**src/rtl/syncw_pkg.sv**
```systemverilog
package syncw_pkg;

    typedef enum logic [1:0] {
        ST_OFF   = 2'd0,
        ST_HUNT  = 2'd1,
        ST_FRAME = 2'd2
    } sc_state_t;

    typedef enum logic [1:0] {
        TH_NONE   = 2'b00,
        TH_15OF16 = 2'b01,
        TH_16OF16 = 2'b10,
        TH_30OF32 = 2'b11
    } thr_sel_t;

endpackage

```
**src/rtl/syncw_history.sv**
```systemverilog
module syncw_history #(
    parameter int WORD_W = 16
) (
    input  logic                  clk,
    input  logic                  rst_n,
    input  logic                  bit_vld,
    input  logic                  bit_in,
    output logic [2*WORD_W-1:0]   window,
    output logic                  have_half,
    output logic                  have_full
);
    localparam int WIN_W  = 2 * WORD_W;
    localparam int FILL_W = $clog2(WIN_W + 1);

    logic [WIN_W-1:0]  hist_q;
    logic [FILL_W-1:0] fill_q;

    // window including the bit being presented now
    assign window    = {hist_q[WIN_W-2:0], bit_in};
    assign have_half = (fill_q >= FILL_W'(WORD_W - 1));
    assign have_full = (fill_q >= FILL_W'(WIN_W - 1));

    always_ff @(posedge clk) begin
        if (!rst_n) begin
            hist_q <= '0;
            fill_q <= '0;
        end else if (bit_vld) begin
            hist_q <= window;
            if (fill_q != FILL_W'(WIN_W))
                fill_q <= fill_q + 1'b1;
        end
    end

    AST_FILL_BOUND: assert property (@(posedge clk) disable iff (!rst_n)
        fill_q <= FILL_W'(WIN_W)) else $error("fill overflow");

endmodule

```
**src/rtl/syncw_matcher.sv**
```systemverilog
module syncw_matcher
    import syncw_pkg::*;
#(
    parameter int WORD_W = 16
) (
    input  logic [2*WORD_W-1:0] window,
    input  logic [WORD_W-1:0]   word,
    input  thr_sel_t            sel,
    input  logic                have_half,
    input  logic                have_full,
    output logic                hit
);
    localparam int CNT_W     = $clog2(2 * WORD_W + 1);
    localparam int NEED_LOOS = WORD_W - 1;
    localparam int NEED_EXCT = WORD_W;
    localparam int NEED_LONG = 2 * WORD_W - 2;

    logic [CNT_W-1:0] agree_lo;
    logic [CNT_W-1:0] agree_hi;
    logic [CNT_W-1:0] agree_all;

    always_comb begin
        agree_lo = '0;
        agree_hi = '0;
        for (int i = 0; i < WORD_W; i++) begin
            agree_lo = agree_lo + {{(CNT_W-1){1'b0}}, window[i] ~^ word[i]};
            agree_hi = agree_hi + {{(CNT_W-1){1'b0}}, window[i+WORD_W] ~^ word[i]};
        end
        agree_all = agree_lo + agree_hi;
    end

    always_comb begin
        unique case (sel)
            TH_15OF16: hit = have_half && (agree_lo  >= CNT_W'(NEED_LOOS));
            TH_16OF16: hit = have_half && (agree_lo  == CNT_W'(NEED_EXCT));
            TH_30OF32: hit = have_full && (agree_all >= CNT_W'(NEED_LONG));
            default:   hit = 1'b0;
        endcase
    end

endmodule

```
**src/rtl/syncw_framer.sv**
```systemverilog
module syncw_framer #(
    parameter int BYTE_W = 8
) (
    input  logic              clk,
    input  logic              rst_n,
    input  logic              flush,
    input  logic              run,
    input  logic              bit_in,
    output logic              last_bit,
    output logic [BYTE_W-1:0] byte_out,
    output logic              byte_vld
);
    localparam int CNT_W = $clog2(BYTE_W);

    logic [CNT_W-1:0]  cnt_q;
    logic [BYTE_W-1:0] shift_q;
    logic [BYTE_W-1:0] byte_q;
    logic              vld_q;

    assign last_bit = (cnt_q == CNT_W'(BYTE_W - 1));
    assign byte_out = byte_q;
    assign byte_vld = vld_q;

    always_ff @(posedge clk) begin
        if (!rst_n) begin
            cnt_q   <= '0;
            shift_q <= '0;
            byte_q  <= '0;
            vld_q   <= 1'b0;
        end else if (flush) begin
            cnt_q <= '0;
            vld_q <= 1'b0;
        end else begin
            vld_q <= run && last_bit;
            if (run) begin
                shift_q <= {shift_q[BYTE_W-2:0], bit_in};
                cnt_q   <= last_bit ? '0 : cnt_q + 1'b1;
                if (last_bit)
                    byte_q <= {shift_q[BYTE_W-2:0], bit_in};
            end
        end
    end

    AST_BYTE_PULSE: assert property (@(posedge clk) disable iff (!rst_n)
        byte_vld |=> !byte_vld) else $error("byte strobe too long");

endmodule

```
**src/rtl/sync_correlator.sv**
```systemverilog
module sync_correlator
    import syncw_pkg::*;
#(
    parameter int WORD_W = 16,
    parameter int BYTE_W = 8,
    parameter int LEN_W  = 8
) (
    input  logic              clk,
    input  logic              rst_n,
    input  logic              bit_in,
    input  logic              bit_vld,
    input  logic [WORD_W-1:0] sync_word,
    input  logic [2:0]        mode,
    input  logic              pqt_en,
    input  logic              pqt_ok,
    input  logic              carrier_ok,
    input  logic [LEN_W-1:0]  pkt_len,
    input  logic              abort,
    output logic              sync_det,
    output logic [BYTE_W-1:0] byte_out,
    output logic              byte_vld,
    output logic              locked
);
    localparam int WIN_W = 2 * WORD_W;

    sc_state_t          state_q, state_d;
    logic [LEN_W-1:0]   left_q;
    logic [WIN_W-1:0]   window;
    logic               have_half, have_full;
    logic               hit, qual, det;
    logic               enabled, run, flush, last_bit, byte_done;
    thr_sel_t           sel;

    assign sel       = thr_sel_t'(mode[1:0]);
    assign enabled   = (mode[1:0] != 2'b00);
    assign qual      = (!mode[2] || carrier_ok) && (!pqt_en || pqt_ok);
    assign det       = (state_q == ST_HUNT) && bit_vld && hit && qual;
    assign run       = (state_q == ST_FRAME) && bit_vld && !abort;
    assign byte_done = run && last_bit;
    assign flush     = (det && pkt_len != '0) || ((state_q == ST_FRAME) && abort);

    syncw_history #(.WORD_W(WORD_W)) u_hist (
        .clk       (clk),
        .rst_n     (rst_n),
        .bit_vld   (bit_vld),
        .bit_in    (bit_in),
        .window    (window),
        .have_half (have_half),
        .have_full (have_full)
    );

    syncw_matcher #(.WORD_W(WORD_W)) u_match (
        .window    (window),
        .word      (sync_word),
        .sel       (sel),
        .have_half (have_half),
        .have_full (have_full),
        .hit       (hit)
    );

    syncw_framer #(.BYTE_W(BYTE_W)) u_frame (
        .clk      (clk),
        .rst_n    (rst_n),
        .flush    (flush),
        .run      (run),
        .bit_in   (bit_in),
        .last_bit (last_bit),
        .byte_out (byte_out),
        .byte_vld (byte_vld)
    );

    // next-state logic
    always_comb begin
        state_d = state_q;
        unique case (state_q)
            ST_OFF:   if (enabled) state_d = ST_HUNT;
            ST_HUNT: begin
                if (!enabled)                    state_d = ST_OFF;
                else if (det && pkt_len != '0)   state_d = ST_FRAME;
            end
            ST_FRAME: begin
                if (abort)                                   state_d = ST_HUNT;
                else if (byte_done && left_q == LEN_W'(1))   state_d = ST_HUNT;
            end
            default:  state_d = ST_OFF;
        endcase
    end

    // state register and byte budget
    always_ff @(posedge clk) begin
        if (!rst_n) begin
            state_q <= ST_OFF;
            left_q  <= '0;
        end else begin
            state_q <= state_d;
            if (det)
                left_q <= pkt_len;
            else if (byte_done)
                left_q <= left_q - 1'b1;
        end
    end

    // outputs
    always_comb begin
        sync_det = det;
        locked   = (state_q == ST_FRAME);
    end

    AST_DET_NEEDS_BIT: assert property (@(posedge clk) disable iff (!rst_n)
        sync_det |-> bit_vld) else $error("detect without bit");
    AST_SILENT_OFF: assert property (@(posedge clk) disable iff (!rst_n)
        (!locked && mode[1:0] == 2'b00) |-> !sync_det) else $error("detect while off");
    AST_DET_CARRIER: assert property (@(posedge clk) disable iff (!rst_n)
        (sync_det && mode[2]) |-> carrier_ok) else $error("carrier ignored");
    AST_DET_PREAMBLE: assert property (@(posedge clk) disable iff (!rst_n)
        (sync_det && pqt_en) |-> pqt_ok) else $error("preamble ignored");
    AST_DET_LOCKS: assert property (@(posedge clk) disable iff (!rst_n)
        (sync_det && pkt_len != '0) |=> locked) else $error("no lock");
    AST_BYTE_AFTER_BIT: assert property (@(posedge clk) disable iff (!rst_n)
        byte_vld |-> $past(bit_vld)) else $error("byte without bit");
    AST_NO_SEARCH_LOCKED: assert property (@(posedge clk) disable iff (!rst_n)
        locked |-> !sync_det) else $error("search while locked");
    AST_ABORT_UNLOCK: assert property (@(posedge clk) disable iff (!rst_n)
        (locked && abort) |=> (!locked && !byte_vld)) else $error("abort ignored");

endmodule

```
**config.mk**
```make
export PLATFORM = sky130hd
export DESIGN_NAME = sync_correlator
export DESIGN_NICKNAME = d
export VERILOG_FILES = /design/src/rtl/syncw_pkg.sv /design/src/rtl/syncw_history.sv /design/src/rtl/syncw_matcher.sv /design/src/rtl/syncw_framer.sv /design/src/rtl/sync_correlator.sv
export SDC_FILE = /design/constraint.sdc
export NUM_CORES = 1
export LEC_CHECK = 0
export BUFFER_PORTS_ARGS = -buffer_cell sky130_fd_sc_hd__clkbuf_2
export CAP_MARGIN = 20
export CORE_MARGIN = 1.5
export CORE_UTILIZATION = 55
export DETAILED_ROUTE_END_ITERATION = 6
export GPL_ROUTABILITY_DRIVEN = 0
export PLACE_DENSITY = 0.83
export SLEW_MARGIN = 10
export SYNTH_ARGS = -nofsm -noshare
export SYNTH_HDL_FRONTEND = slang
export SYNTH_SLANG_ARGS = --single-unit
export TNS_END_PERCENT = 5
```
**constraint.sdc**
```tcl
create_clock -name clk -period 9.86 [get_ports clk]
set_input_delay 0 -clock clk [delete_from_list [all_inputs] [get_ports clk]]
set_output_delay 0 -clock clk [all_outputs]
set_load 0.01 [all_outputs]
```
Word level (Yosys, flattened, before mapping)
Cells that the tools add are included.

storage, ports and cells
  register bits after elaboration = 66

cells by class
  bitwise gates (word level) = 34
  multiplexer cells = 10
  add/sub/neg operators = 34
  $lt $le $gt $ge = 4
  reductions and logical operators = 28
  equal/unequal tests = 12

operator list
  operator                                                                              number
  6-bit by 1-bit adder with 6-bit output                                                28
  1-bit XNOR                                                                            32
  8-bit 2-to-1 mux                                                                      2
  1-bit logical AND                                                                     13
  6-bit by 4-bit greater-or-equal comparator with 1-bit output (second input constant)  2
  6-bit by 5-bit greater-or-equal comparator with 1-bit output (second input constant)  2
  2-bit 2-to-1 mux                                                                      5
  8-bit by 1-bit == test with 1-bit output (second input constant)                      1
  8-bit nonzero test                                                                    1
  8-bit by 1-bit subtractor with 8-bit output (second input constant)                   1
  6-bit by 1-bit adder with 6-bit output (second input constant)                        1
  6-bit adder                                                                           1
  2-bit == test (second input constant)                                                 3
  6-bit by 5-bit == test with 1-bit output (second input constant)                      1
  3-bit by 2-bit inequality test with 1-bit output (second input constant)              2
  6-bit inequality test (second input constant)                                         1
  2-bit one-hot mux with 3 select lines                                                 1
  3-bit AND reduction                                                                   2
  1-bit by 1-bit adder with 2-bit output                                                2
  2-bit by 1-bit == test with 1-bit output (second input constant)                      2
  2-bit AND reduction                                                                   2
  2-bit nonzero test                                                                    2
  3-bit by 1-bit adder with 3-bit output (second input constant)                        1
  3-bit == test (second input constant)                                                 1
  other kinds (8)                                                                       13

Logic depth before layout (Yosys ltp)
Gate-level depths: netlist (run 1).

  depth after elaboration = 26
  mapped depth = 27

By module
From an unflattened synthesis (run 1), not the netlist that was laid out.

second synthesis, totals
  cells, all modules = 434
  area, all modules = 4126.5 um2

by module, submodules not included
  module           cells each  instances  area an instance (um2)
  syncw_history    142         1          1461.4
  syncw_matcher    131         1          1293.7
  syncw_framer     85          1          748.2
  sync_correlator  76          1          623.1

Worst setup path after synthesis (run 1)
No wires, ideal clock.

  path type = flip-flop to flip-flop
  from = register u_hist.hist_q[0]
  to = register left_q[2]
  buffers on the path = 1
  data arrival time = 7.334 ns
  library setup time = 0.123 ns
  data required time = 9.737 ns
  cell stages (with the launch flop) = 28
  path slack = 2.402 ns
  cell sequence = dfxtp_1 > xnor2_1 > ha_1 > fa_1 > fa_1 > inv_1 > fa_1 > fa_1 > inv_1 > fa_1 > inv_1 > fa_1 > inv_1 > ha_1 > ha_1 > fa_1 > inv_1 > fa_1 > inv_1 > ha_1 > a211o_1 > a2111oi_0 > nand3b_1 > a31oi_1 > o32ai_2 > buf_4 > mux2i_1 > a21boi_0

between the ends
  word-level cells in the longest chain between the ends = 23

RTL lines
  item                                                           RTL line               source
  start, declared                                                syncw_history.sv:15    logic [WIN_W-1:0] hist_q;
  start signal, assigned                                         syncw_history.sv:28    hist_q <= window;
  1-bit XNOR (*)                                                 syncw_matcher.sv:26    agree_lo = agree_lo + {{(CNT_W-1){1'b0}}, window[i] ~^ word[i]};
  1-bit by 1-bit adder with 2-bit output (*)                     syncw_matcher.sv:26
  6-bit by 1-bit adder with 6-bit output (*) (14 in series)      syncw_matcher.sv:26
  6-bit adder                                                    syncw_matcher.sv:29    agree_all = agree_lo + agree_hi;
  6-bit by 5-bit greater-or-equal comparator with 1-bit output   syncw_matcher.sv:36    TH_30OF32: hit = have_full && (agree_all >= CNT_W'(NEED_LONG));
  1-bit logical AND                                              syncw_matcher.sv:36
  1-bit one-hot mux with 3 select lines (*)                      syncw_matcher.sv:33    unique case (sel)
  1-bit logical AND (*) (2 in series)                            sync_correlator.sv:37  assign det = (state_q == ST_HUNT) && bit_vld && hit && qual;
  net sync_det                                                   sync_correlator.sv:19  output logic sync_det,
  8-bit 2-to-1 mux / 2-bit nonzero test (equally long branches)  -
  end signal, assigned                                           sync_correlator.sv:97  left_q <= pkt_len;
  end signal, assigned                                           sync_correlator.sv:99  left_q <= left_q - 1'b1;
  end, declared                                                  sync_correlator.sv:27  logic [LEN_W-1:0] left_q;

Mark *: on every way through the listed nets, which the timed path passes. The rest lies on a longest branch.
A chain may end at the register's enable or synchronous reset.

Final worst setup path (run 1)
  from = register u_hist.hist_q[0]
  to = output port sync_det

between the ends
  word-level cells in the longest chain between the ends = 22

RTL lines
  item                                                          RTL line
  1-bit XNOR (*)                                                syncw_matcher.sv:26
  1-bit by 1-bit adder with 2-bit output (*)                    syncw_matcher.sv:26
  6-bit by 1-bit adder with 6-bit output (*) (14 in series)     syncw_matcher.sv:26
  6-bit adder                                                   syncw_matcher.sv:29
  6-bit by 5-bit greater-or-equal comparator with 1-bit output  syncw_matcher.sv:36
  1-bit logical AND                                             syncw_matcher.sv:36
  1-bit one-hot mux with 3 select lines (*)                     syncw_matcher.sv:33
  1-bit logical AND (*) (2 in series)                           sync_correlator.sv:37
  end, declared                                                 sync_correlator.sv:19

Every way passes the cells marked *; elsewhere a longest branch is shown, timed or not.

==> results.json, run 1 <==
{
  "p_per_area_mw_per_mm2": 294,
  "ys.flop_type": "dfxtp_1",
  "fillerInstances": 606,
  "initial_utilization_pct": 57.2,
  "reg2reg_slack_ns": 1.63,
  "vdd_ir_drop_max_mv": 0.250,
  "cts.htree.levels": 3,
  "arrival_ns": 8.30,
  "p_leak_nw": 2.07,
  "overflow": 0,
  "drive_gt1_share_pct": 14.2,
  "seq_area_frac_synth_pct": 31.7,
  "cts-root-buf": "clkbuf_8",
  "numCtsBuffers": 9,
  "first_global_vias": 2973,
  "wirelength_mm": 8.11,
  "final.period_utilization_pct": 84.2,
  "cts_resized": 0,
  "crit_fanout": 12,
  "reg2regPathDepth": 26,
  "firstDrtPassIters": 4,
  "place_ws_ns": 1.68,
  "final_nets": 566,
  "fin_crit_ns": 8.30,
  "r2r-start": "u_hist.hist_q[0]",
  "drtIter0Drc": 57,
  "grt_pass1_wl_mm": 13.6,
  "met3_usage_pct": 5.75,
  "clock_path_buffers": 2,
  "n_antenna_cell": 0,
  "hold_viol": 0,
  "synth_cell_types": 44,
  "fin_skew_ns": 0.00925,
  "finalNonFillerCells": 586,
  "drc_errors": 0,
  "ant_nets": 0,
  "rsz0062_at_grt": "no",
  "hpwl_mm": 5.91,
  "synth_nets": 517,
  "fp.coreArea_mm2": 0.00729,
  "regArea_mm2": 0.00132,
  "finalSetupTns_ns": 0,
  "hold_ws_ns": 0.0260,
  "via_per_inst": 5.18,
  "holdPathStages": 3,
  "die_h_um": 90.1,
  "ioPinCount": 46,
  "whs_endpoint": "left_q[2]",
  "final_max_slew_viol_count": 0,
  "synth_edf_count": 0,
  "holdCritStartpoint": "pkt_len[2]",
  "cp-start-kind": "register",
  "hp-class": "input pin to register",
  "grt.met1_usage_pct": 24.3,
  "max_slew_margin_pct": 23.0,
  "timing.rr.end": "u_frame.cnt_q[0]",
  "tightest_slew_ns": 1.15,
  "syn_inst": 433,
  "grt.total_usage_pct": 21.0,
  "netlist_area_mm2": 0.00417,
  "grtUsageMet2_pct": 38.4,
  "status": "complete, no violations",
  "clk_latency_ns": 0.35,
  "critPathCaptureType": "output port",
  "fin_ws_ns": 1.56,
  "ys_warn_count": 0,
  "path_clk_slew_ns": 0.08,
  "yosys_register_bits": 66,
  "top_usage_layer": "met2",
  "synth_area_per_cell_um2": 9.64,
  "fp.dieW_um": 90.1,
  "worstSetupPathType": "register to output port",
  "die_area_mm2": 0.00812,
  "critical_path_required_ns": 9.86,
  "crit_start": "u_hist.hist_q[0]",
  "synthArstFlopShare_pct": 0,
  "syn2layout_area_growth_pct": 14.3,
  "num_vias": 3038,
  "antenna_found_initial": 0,
  "tritoncts": "done",
  "grt_max_degree": 65,
  "post-route-util_pct": 65.4,
  "clock-sinks": 66,
  "dp.cells": 562,
  "num_rows": 31,
  "setup_violations": 0,
  "port_buffers": 45,
  "clock.fmax_mhz": 121,
  "max-cap-violations": 0,
  "wl_per_cell_um": 13.8,
  "multi_input_comb_area_mm2": 0.00265
}
## layout by cell type, fill, tap and decap left out, drive strengths merged, types with 2 or more instances in the layout
master and n:
xor2 17, nor2 7, clkbuf 54, o21ai 3
dlygate4sd3 8, or4 3, nor3b 5, mux2i 40
inv 38, nand3b 3, clkinv 3, dfxtp 66
nor2b 46, nand3 3, nor4 3, and2 7
a21boi 19, nand2b 4, a21oi 12, fa 21
xnor2 31, o32ai 2, nor3 3, ha 28
nand2 44, bufinv 2
## power by group
group	switching [mW]	leakage (nW)	internal, mW
sequential	0.00196	0.532	0.268
clock	0.116	0.114	0.145
combinational	0.478	1.42	0.394
total	0.596	2.07	0.807
## critical path, cell delays in order (launching register included)
cell	delay (ns)
dfxtp_1	0.35
xnor2_1	0.21
ha_1	0.28
fa_1	0.51
fa_1	0.54
inv_1	0.06
fa_1	0.50
fa_1	0.54
inv_1	0.05
fa_1	0.43
inv_1	0.08
fa_1	0.43
inv_1	0.09
ha_1	0.24
ha_1	0.33
fa_1	0.54
inv_1	0.06
fa_1	0.59
inv_1	0.06
ha_1	0.28
a211o_1	0.28
a2111oi_0	0.36
nand3b_1	0.16
a31oi_1	0.06
o32ai_2	0.62
clkbuf_2	0.29
## how the worst max path moves through the flow
stage | endpoint | slack, ns | cells past startpoint
detailed placement | u_frame.cnt_q[0] | 1.68 | 26
global route | u_frame.cnt_q[0] | 1.19 | 26
CTS | sync_det | 1.52 | 25
finish | sync_det | 1.56 | 25
floorplan | left_q[2] | 2.40 | 27
global placement | u_frame.byte_vld | 1.95 | 26
## metrics by stage
step           power [mW]  area [um2]
6_report             1.40        4770
5_1_grt              1.55        4770
4_1_cts              1.42        4770
3_5_place_dp         1.12        4470
3_3_place_gp         1.08        4470
2_1_floorplan       0.977        4170
## final cells by class
cell class	instances	area share, %
inverters	36	2.83
clock inverters	7	2.10
repair buffers	54	6.56
flip-flops and latches	66	27.7
multi-input cells	315	55.6
clock buffers	9	2.60
well taps	99	2.60
## flip-flops by register name, summed over array words and instances, names as in the netlist
register and count:
left_q 8, u_frame.byte_vld 1, state_q 2, u_hist.hist_q 31, u_frame.byte_out 8, u_frame.cnt_q 3
u_hist.fill_q 6, u_frame.shift_q 7
## synthesized netlist by cell type (4+ instances only)
cell	n	area share, %
nor3b_1	5	0.90
and2_1	7	1.0
nor2b_1	45	6.7
inv_1	36	3.2
xor2_1	17	3.6
dfxtp_1	66	32
a21oi_1	11	1.3
ha_1	28	8.4
nand2b_1	4	0.60
fa_1	21	10
nor2_1	7	0.63
xnor2_1	31	6.5
nand2_1	44	4.0
mux2i_1	40	9.6
clkbuf_1	11	0.99
a21boi_0	19	3.4
## per-layer routing
metal | vias up | share of wire (%) | wire length [um]
li1 | 1518 | - | -
met1 | 1457 | 43 | 3520
met2 | 47 | 52 | 4190
met3 | 16 | 3.3 | 264
met4 | 0 | 1.6 | 132
met5 | - | 0 | 0
## kinds of logic after synthesis
logic type / synth area share, %
AO/OA/AOI/OAI: 7.40
XOR/XNOR: 10.1
AND/OR/NAND/NOR: 18.0
buffers and inverters: 4.80
adder cells (fa/ha/maj): 18.5
flip-flops: 31.7
multiplexers: 9.59
## timing repair
item / 4_1_cts / 5_1_grt
hold buffers: 8 / 0
endpoints found under the hold margin: 9 / 0
setup buffers: 0 / 0
No activity file was read; power rests on OpenSTA's default activity.
==> run 2: changes to the inputs <==
--- a/config.mk
+++ b/config.mk
@@ -8,7 +8,7 @@
 export BUFFER_PORTS_ARGS = -buffer_cell sky130_fd_sc_hd__clkbuf_2
 export CAP_MARGIN = 20
 export CORE_MARGIN = 1.5
-export CORE_UTILIZATION = 55
+export CORE_UTILIZATION = 53
 export DETAILED_ROUTE_END_ITERATION = 6
 export GPL_ROUTABILITY_DRIVEN = 0
 export PLACE_DENSITY = 0.83
==> constraint.sdc (replaced) <==
create_clock -name clk -period 6.8 [get_ports clk]
set_input_delay 0 -clock clk [delete_from_list [all_inputs] [get_ports clk]]
set_output_delay 0 -clock clk [all_outputs]
set_load 0.01 [all_outputs]
==> run 2 against run 1 <==
Effect of this change: the run now ends with setup timing left; sequential share of layout area fell by 1.4 points; clock skew rose by 0.0042 ns; core utilization barely moved; register-to-register slack got worse by 2.1 ns; via count rose by 3.5%; first-iteration DRC count rose by 93%; sequential power rose by 45%; setup slack got worse by 2.0 ns; non-clock buffer count rose by 19; critical path type unchanged; largest cell class unchanged; largest power group unchanged.
==> results.json, run 2 (synthesis results as in run 1) <==
{
  "status": "complete, but fails checks",
  "failed_checks": "setup timing",
  "max-cap-violations": 0,
  "drtIter0Drc": 110,
  "arrival_ns": 7.28,
  "met3_usage_pct": 4.23,
  "clock-sinks": 66,
  "cts.htree.levels": 3,
  "num_rows": 32,
  "final_nets": 585,
  "vdd_ir_drop_max_mv": 0.423,
  "grt.total_usage_pct": 21.3,
  "fillerInstances": 593,
  "fp.dieW_um": 91.7,
  "die_h_um": 91.7,
  "antenna_found_initial": 0,
  "crit_fanout": 5,
  "syn2layout_area_growth_pct": 20.4,
  "first_global_vias": 3168,
  "wirelength_mm": 8.57,
  "final_max_slew_viol_count": 0,
  "hp-class": "input pin to register",
  "die_area_mm2": 0.00842,
  "post-route-util_pct": 65.4,
  "setup_violations": 15,
  "hold_ws_ns": 0.0502,
  "p_leak_nw": 2.17,
  "grtUsageMet2_pct": 37.3,
  "ioPinCount": 46,
  "critPathCaptureType": "output port",
  "hold_viol": 0,
  "initial_utilization_pct": 54.3,
  "finalPower_mw": 2.30,
  "fp.coreArea_mm2": 0.00769,
  "n_antenna_cell": 0,
  "largest_register_ffs": 31,
  "fin_skew_ns": 0.0135,
  "via_per_inst": 5.17,
  "rsz0062_at_grt": "yes",
  "layout_commonest_cell": "dfxtp_1",
  "final_cell_mix": "dfxtp_1, nor2b_1, nand2_1, clkbuf_2, mux2i_1",
  "drive_gt1_share_pct": 20.6,
  "cts-root-buf": "clkbuf_8",
  "clk_latency_ns": 0.36,
  "regMostFlops": "u_hist.hist_q",
  "dp.cells": 578,
  "hpwl_mm": 6.02,
  "overflow": 0,
  "clock_path_buffers": 2,
  "tightest_slew_ns": 0.979,
  "path_clk_slew_ns": 0.08,
  "grt_pass1_wl_mm": 14.2,
  "port_buffers": 45,
  "wl_per_cell_um": 14.1,
  "tritoncts": "done",
  "num_vias": 3143,
  "final.period_utilization_pct": 107,
  "top_usage_layer": "met2",
  "drc_errors": 0,
  "ant_nets": 0,
  "fin_crit_ns": 7.28,
  "reg2reg_slack_ns": -0.44,
  "critical_path_required_ns": 6.80,
  "p_per_area_mw_per_mm2": 458,
  "fin_ws_ns": -0.477,
  "grt.met1_usage_pct": 25.8,
  "cp-start-kind": "register",
  "grt_max_degree": 65,
  "max_slew_margin_pct": 34.7,
  "numCtsBuffers": 9,
  "finalNonFillerCells": 608,
  "worstSetupPathType": "register to output port",
  "clock.fmax_mhz": 137,
  "firstDrtPassIters": 4
}
## run 2: repair_timing
action / CTS / global route
pin swaps: 2 / 4
hold endpoints to repair: 8 / 0
endpoints found under the setup margin: 15 / 15
hold buffers: 8 / 0
resized for setup: 5 / 9
cloned: 0 / 1
buffers inserted: 3 / 2
## run 2: per-stage QoR
stage                     TNS (ns)  setup WS, ns  area (um2)
final                        -5.94        -0.477        5030
after global routing         -9.89        -0.729        5030
after CTS                    -5.46        -0.476        4950
after detailed placement     -5.14        -0.413        4620
after global placement       -2.53        -0.228        4620
after floorplan              -1.59        -0.167        4220
## run 2: worst paths after layout
check | endpoint | depth (start not counted) | from
worst max register to register | left_q[7] | 28 | u_hist.hist_q[0]
worst max-delay path | sync_det | 26 | u_hist.hist_q[0]
worst min-delay path | u_frame.shift_q[0] | 4 | bit_in
worst min register to register | u_frame.byte_out[6] | 2 | u_frame.byte_out[6]
## run 2: final cells by class
| class | instances | area, um2 | area share (%) |
|---|---|---|---|
| clock buffers | 11 | 151 | 3.01 |
| repair buffers | 73 | 477 | 9.48 |
| well taps | 102 | 128 | 2.54 |
| inverters | 36 | 135 | 2.69 |
| clock inverters | 5 | 62.6 | 1.24 |
| flip-flops and latches | 66 | 1320 | 26.3 |
| multi-input cells | 315 | 2750 | 54.7 |
## run 2: critical path: stages, from the launching register on
cell       delay (ns)
dfxtp_2          0.33
xnor2_1          0.12
ha_1             0.30
fa_1             0.47
fa_1             0.50
inv_1            0.05
fa_1             0.45
fa_1             0.49
inv_1            0.05
fa_2             0.34
inv_2            0.07
fa_1             0.45
inv_2            0.11
ha_4             0.21
ha_4             0.21
fa_1             0.47
inv_1            0.05
fa_1             0.50
inv_1            0.06
ha_1             0.27
a211o_1          0.36
a2111oi_4        0.28
nand3b_1         0.18
a31oi_2          0.07
o32ai_4          0.19
clkbuf_16        0.21
buf_2            0.13
## run 2: where the power goes
| part | internal, mW | switching, mW |
|---|---|---|
| clock network | 0.190 | 0.163 |
| logic | 0.705 | 0.853 |
| registers | 0.389 | 0.00281 |
| total | 1.28 | 1.02 |
## run 2: routing by layer
metal	share of wire (%)	wire, um	vias to the layer above
li1	-	-	1556
met1	45	3870	1524
met2	50	4300	48
met3	2.8	237	15
met4	1.9	159	0
met5	0	0	-
==> run 3: changes to the inputs <==
--- a/config.mk
+++ b/config.mk
@@ -5,7 +5,7 @@
 export SDC_FILE = /design/constraint.sdc
 export NUM_CORES = 1
 export LEC_CHECK = 0
-export BUFFER_PORTS_ARGS = -buffer_cell sky130_fd_sc_hd__clkbuf_2
+export BUFFER_PORTS_ARGS = -buffer_cell sky130_fd_sc_hd__buf_2
 export CAP_MARGIN = 20
 export CORE_MARGIN = 1.5
 export CORE_UTILIZATION = 53
@@ -15,5 +15,6 @@
 export SLEW_MARGIN = 10
 export SYNTH_ARGS = -nofsm -noshare
 export SYNTH_HDL_FRONTEND = slang
+export SYNTH_HIERARCHICAL = 1
 export SYNTH_SLANG_ARGS = --single-unit
 export TNS_END_PERCENT = 5
==> run 3 against run 2 <==
Effect of this change: the flow still finishes with violations (setup timing); routed wire length increased by 1.1%; fmax rose by 4.7%; combinational power down 6%; count of clock-buffer cells in the layout is 2 lower; critical path depth is 3 higher.
==> results.json, run 3 <==
{
  "finalPower_mw": 2.24,
  "synth_area_per_cell_um2": 9.51,
  "syn2layout_area_growth_pct": 21.3,
  "num_vias": 3303,
  "rsz0062_at_grt": "yes",
  "place_ws_ns": -0.278,
  "synth_top_cell_area_share_pct": 32.0,
  "final_nets": 585,
  "crit_start": "u_hist/hist_q[1]",
  "critPathCaptureType": "register",
  "fin_ws_ns": -0.150,
  "ys.flop_type": "dfxtp_1",
  "firstDrtPassIters": 5,
  "max-cap-violations": 0,
  "cts-root-buf": "clkbuf_8",
  "largest_register_ffs": 31,
  "hpwl_mm": 6.34,
  "syn_inst": 434,
  "met3_usage_pct": 3.18,
  "regArea_mm2": 0.00132,
  "clock.fmax_mhz": 144,
  "holdCritStartpoint": "pkt_len[7]",
  "failed_checks": "setup timing",
  "initial_utilization_pct": 55.7,
  "die_h_um": 91.2,
  "final.period_utilization_pct": 102,
  "fp.dieW_um": 91.2,
  "final_max_slew_viol_count": 0,
  "holdPathStages": 3,
  "port_buffers": 45,
  "grtUsageMet2_pct": 36.4,
  "clock-sinks": 66,
  "numCtsBuffers": 9,
  "wirelength_mm": 8.66,
  "reg2reg_slack_ns": -0.15,
  "worstSetupPathType": "register to register",
  "hp-class": "input pin to register",
  "slowest_stage": "fa_2",
  "ant_nets": 0,
  "synth_cell_types": 57,
  "via_per_inst": 5.46,
  "reg2regPathDepth": 29,
  "drtIter0Drc": 153,
  "first_global_vias": 3268,
  "drc_errors": 0,
  "ys_warn_count": 6,
  "drive_gt1_share_pct": 22.3,
  "die_area_mm2": 0.00832,
  "grt_pass1_wl_mm": 14.8,
  "stdcell_area_mm2": 0.00501,
  "cp_common_cell": "fa_1",
  "synth_common_cells": "dfxtp_1, nor2_1, mux2i_1",
  "yosysMostFrequentCell": "dfxtp_1",
  "r2r-start": "u_hist/hist_q[1]",
  "netlist_area_mm2": 0.00413,
  "synth_largest_area_cell": "dfxtp_1",
  "tritoncts": "done",
  "p_per_area_mw_per_mm2": 447,
  "clock_path_buffers": 2,
  "dpl_cell_area_mm2": 0.00454,
  "ioPinCount": 46,
  "regMostFlops": "u_hist/hist_q",
  "num_rows": 31,
  "synth_nets": 518,
  "arrival_ns": 7.19,
  "setup_violations": 16,
  "clk_latency_ns": 0.35,
  "max_slew_margin_pct": 57.6,
  "finalSetupTns_ns": -1.97,
  "crit_fanout": 8,
  "final_cell_mix": "dfxtp_1, buf_2, nor2_1",
  "antenna_found_initial": 0,
  "multi_input_comb_area_mm2": 0.00277,
  "status": "complete, but fails checks",
  "vdd_ir_drop_max_mv": 0.563,
  "whs_endpoint": "left_q[7]",
  "critical_path_required_ns": 7.04,
  "layout_commonest_cell": "dfxtp_1",
  "fillerInstances": 551,
  "n_antenna_cell": 0,
  "timing.rr.end": "u_frame/byte_out[1]",
  "yosys_register_bits": 66,
  "fp.coreArea_mm2": 0.00741,
  "synthArstFlopShare_pct": 0,
  "grt_max_degree": 46,
  "fin_crit_ns": 6.95,
  "cp-start-kind": "register",
  "tightest_slew_ns": 0.630,
  "wl_per_cell_um": 14.3,
  "fin_skew_ns": 0.0106,
  "top_usage_layer": "met2",
  "overflow": 0,
  "hold_viol": 0,
  "synth_edf_count": 0,
  "grt.total_usage_pct": 21.9,
  "hold_ws_ns": 0.0147,
  "grt.met1_usage_pct": 28.6,
  "slowest_delay_ns": 0.54,
  "seq_area_frac_synth_pct": 32.0,
  "path_clk_slew_ns": 0.07,
  "synthTopCellsByArea": "dfxtp_1, fa_1, ha_1",
  "cts.htree.levels": 3,
  "p_leak_nw": 2.20
}
## run 3: cells by family (layout without fill, tap and decap cells)
family          count (synthesis)  in the layout  synth area share, %
fa+ha+maj                      49             49                 18.7
simple gates                  149            149                 18.5
buf+inv                        43            115                 4.82
xor+xnor                       40             40                 8.49
compound gates                 54             54                 9.52
flops                          66             66                 32.0
mux                            33             33                 8.00
## run 3: how the worst max path moves through the flow
stage / endpoint / slack (ns)
after CTS: u_frame/byte_out[1] / -0.19
final: u_frame/byte_out[1] / -0.15
after detailed placement: u_frame/shift_q[4] / -0.28
after global placement: u_frame/byte_out[3] / -0.07
after global routing: u_frame/byte_out[6] / -0.48
after floorplan: u_frame/byte_out[0] / 0.04
## run 3: power by group
part | total, mW | switching (mW) | leakage, nW | internal [mW]
Sequential | 0.397 | 0.00648 | 0.533 | 0.391
Clock | 0.373 | 0.163 | 0.114 | 0.210
Combinational | 1.47 | 0.754 | 1.56 | 0.716
## run 3: stage by stage
| step | utilization, % | instances |
|---|---|---|
| after floorplan | - | 434 |
| after global placement | 61.3 | 578 |
| after detailed placement | 61.3 | 578 |
| after CTS | 66.4 | 604 |
| after global routing | 67.6 | 605 |
| final | 67.6 | 605 |
## run 3: worst max-delay path, delay by kind of cell (launching register included)
kind	cells	cell delay (ns)
flops	1	0.34
simple gates	6	0.95
xor+xnor	1	0.18
fa+ha+maj	11	4.06
compound gates	6	1.05
buf+inv	5	0.27
## run 3: final cells by class
type,instances,area share (%)
multi-input combinational,325,55.3
sequential,66,26.4
timing repair buffer,69,9.00
clock buffer,9,2.47
tap,99,2.47
inverter,30,2.35
clock inverter,7,2.00
## run 3: what timing repair did
item,4_1_cts,5_1_grt
setup buffers,2,0
pin swaps,6,8
endpoints found under the setup margin,29,29
hold buffers,8,0
gates resized for setup,9,9
hold endpoints to repair,10,0
## run 3: per-layer routing
layer	wire, um	share of wire, %
met5	0	0
met4	114	1.3
met3	380	4.4
met2	4140	48
met1	4020	46
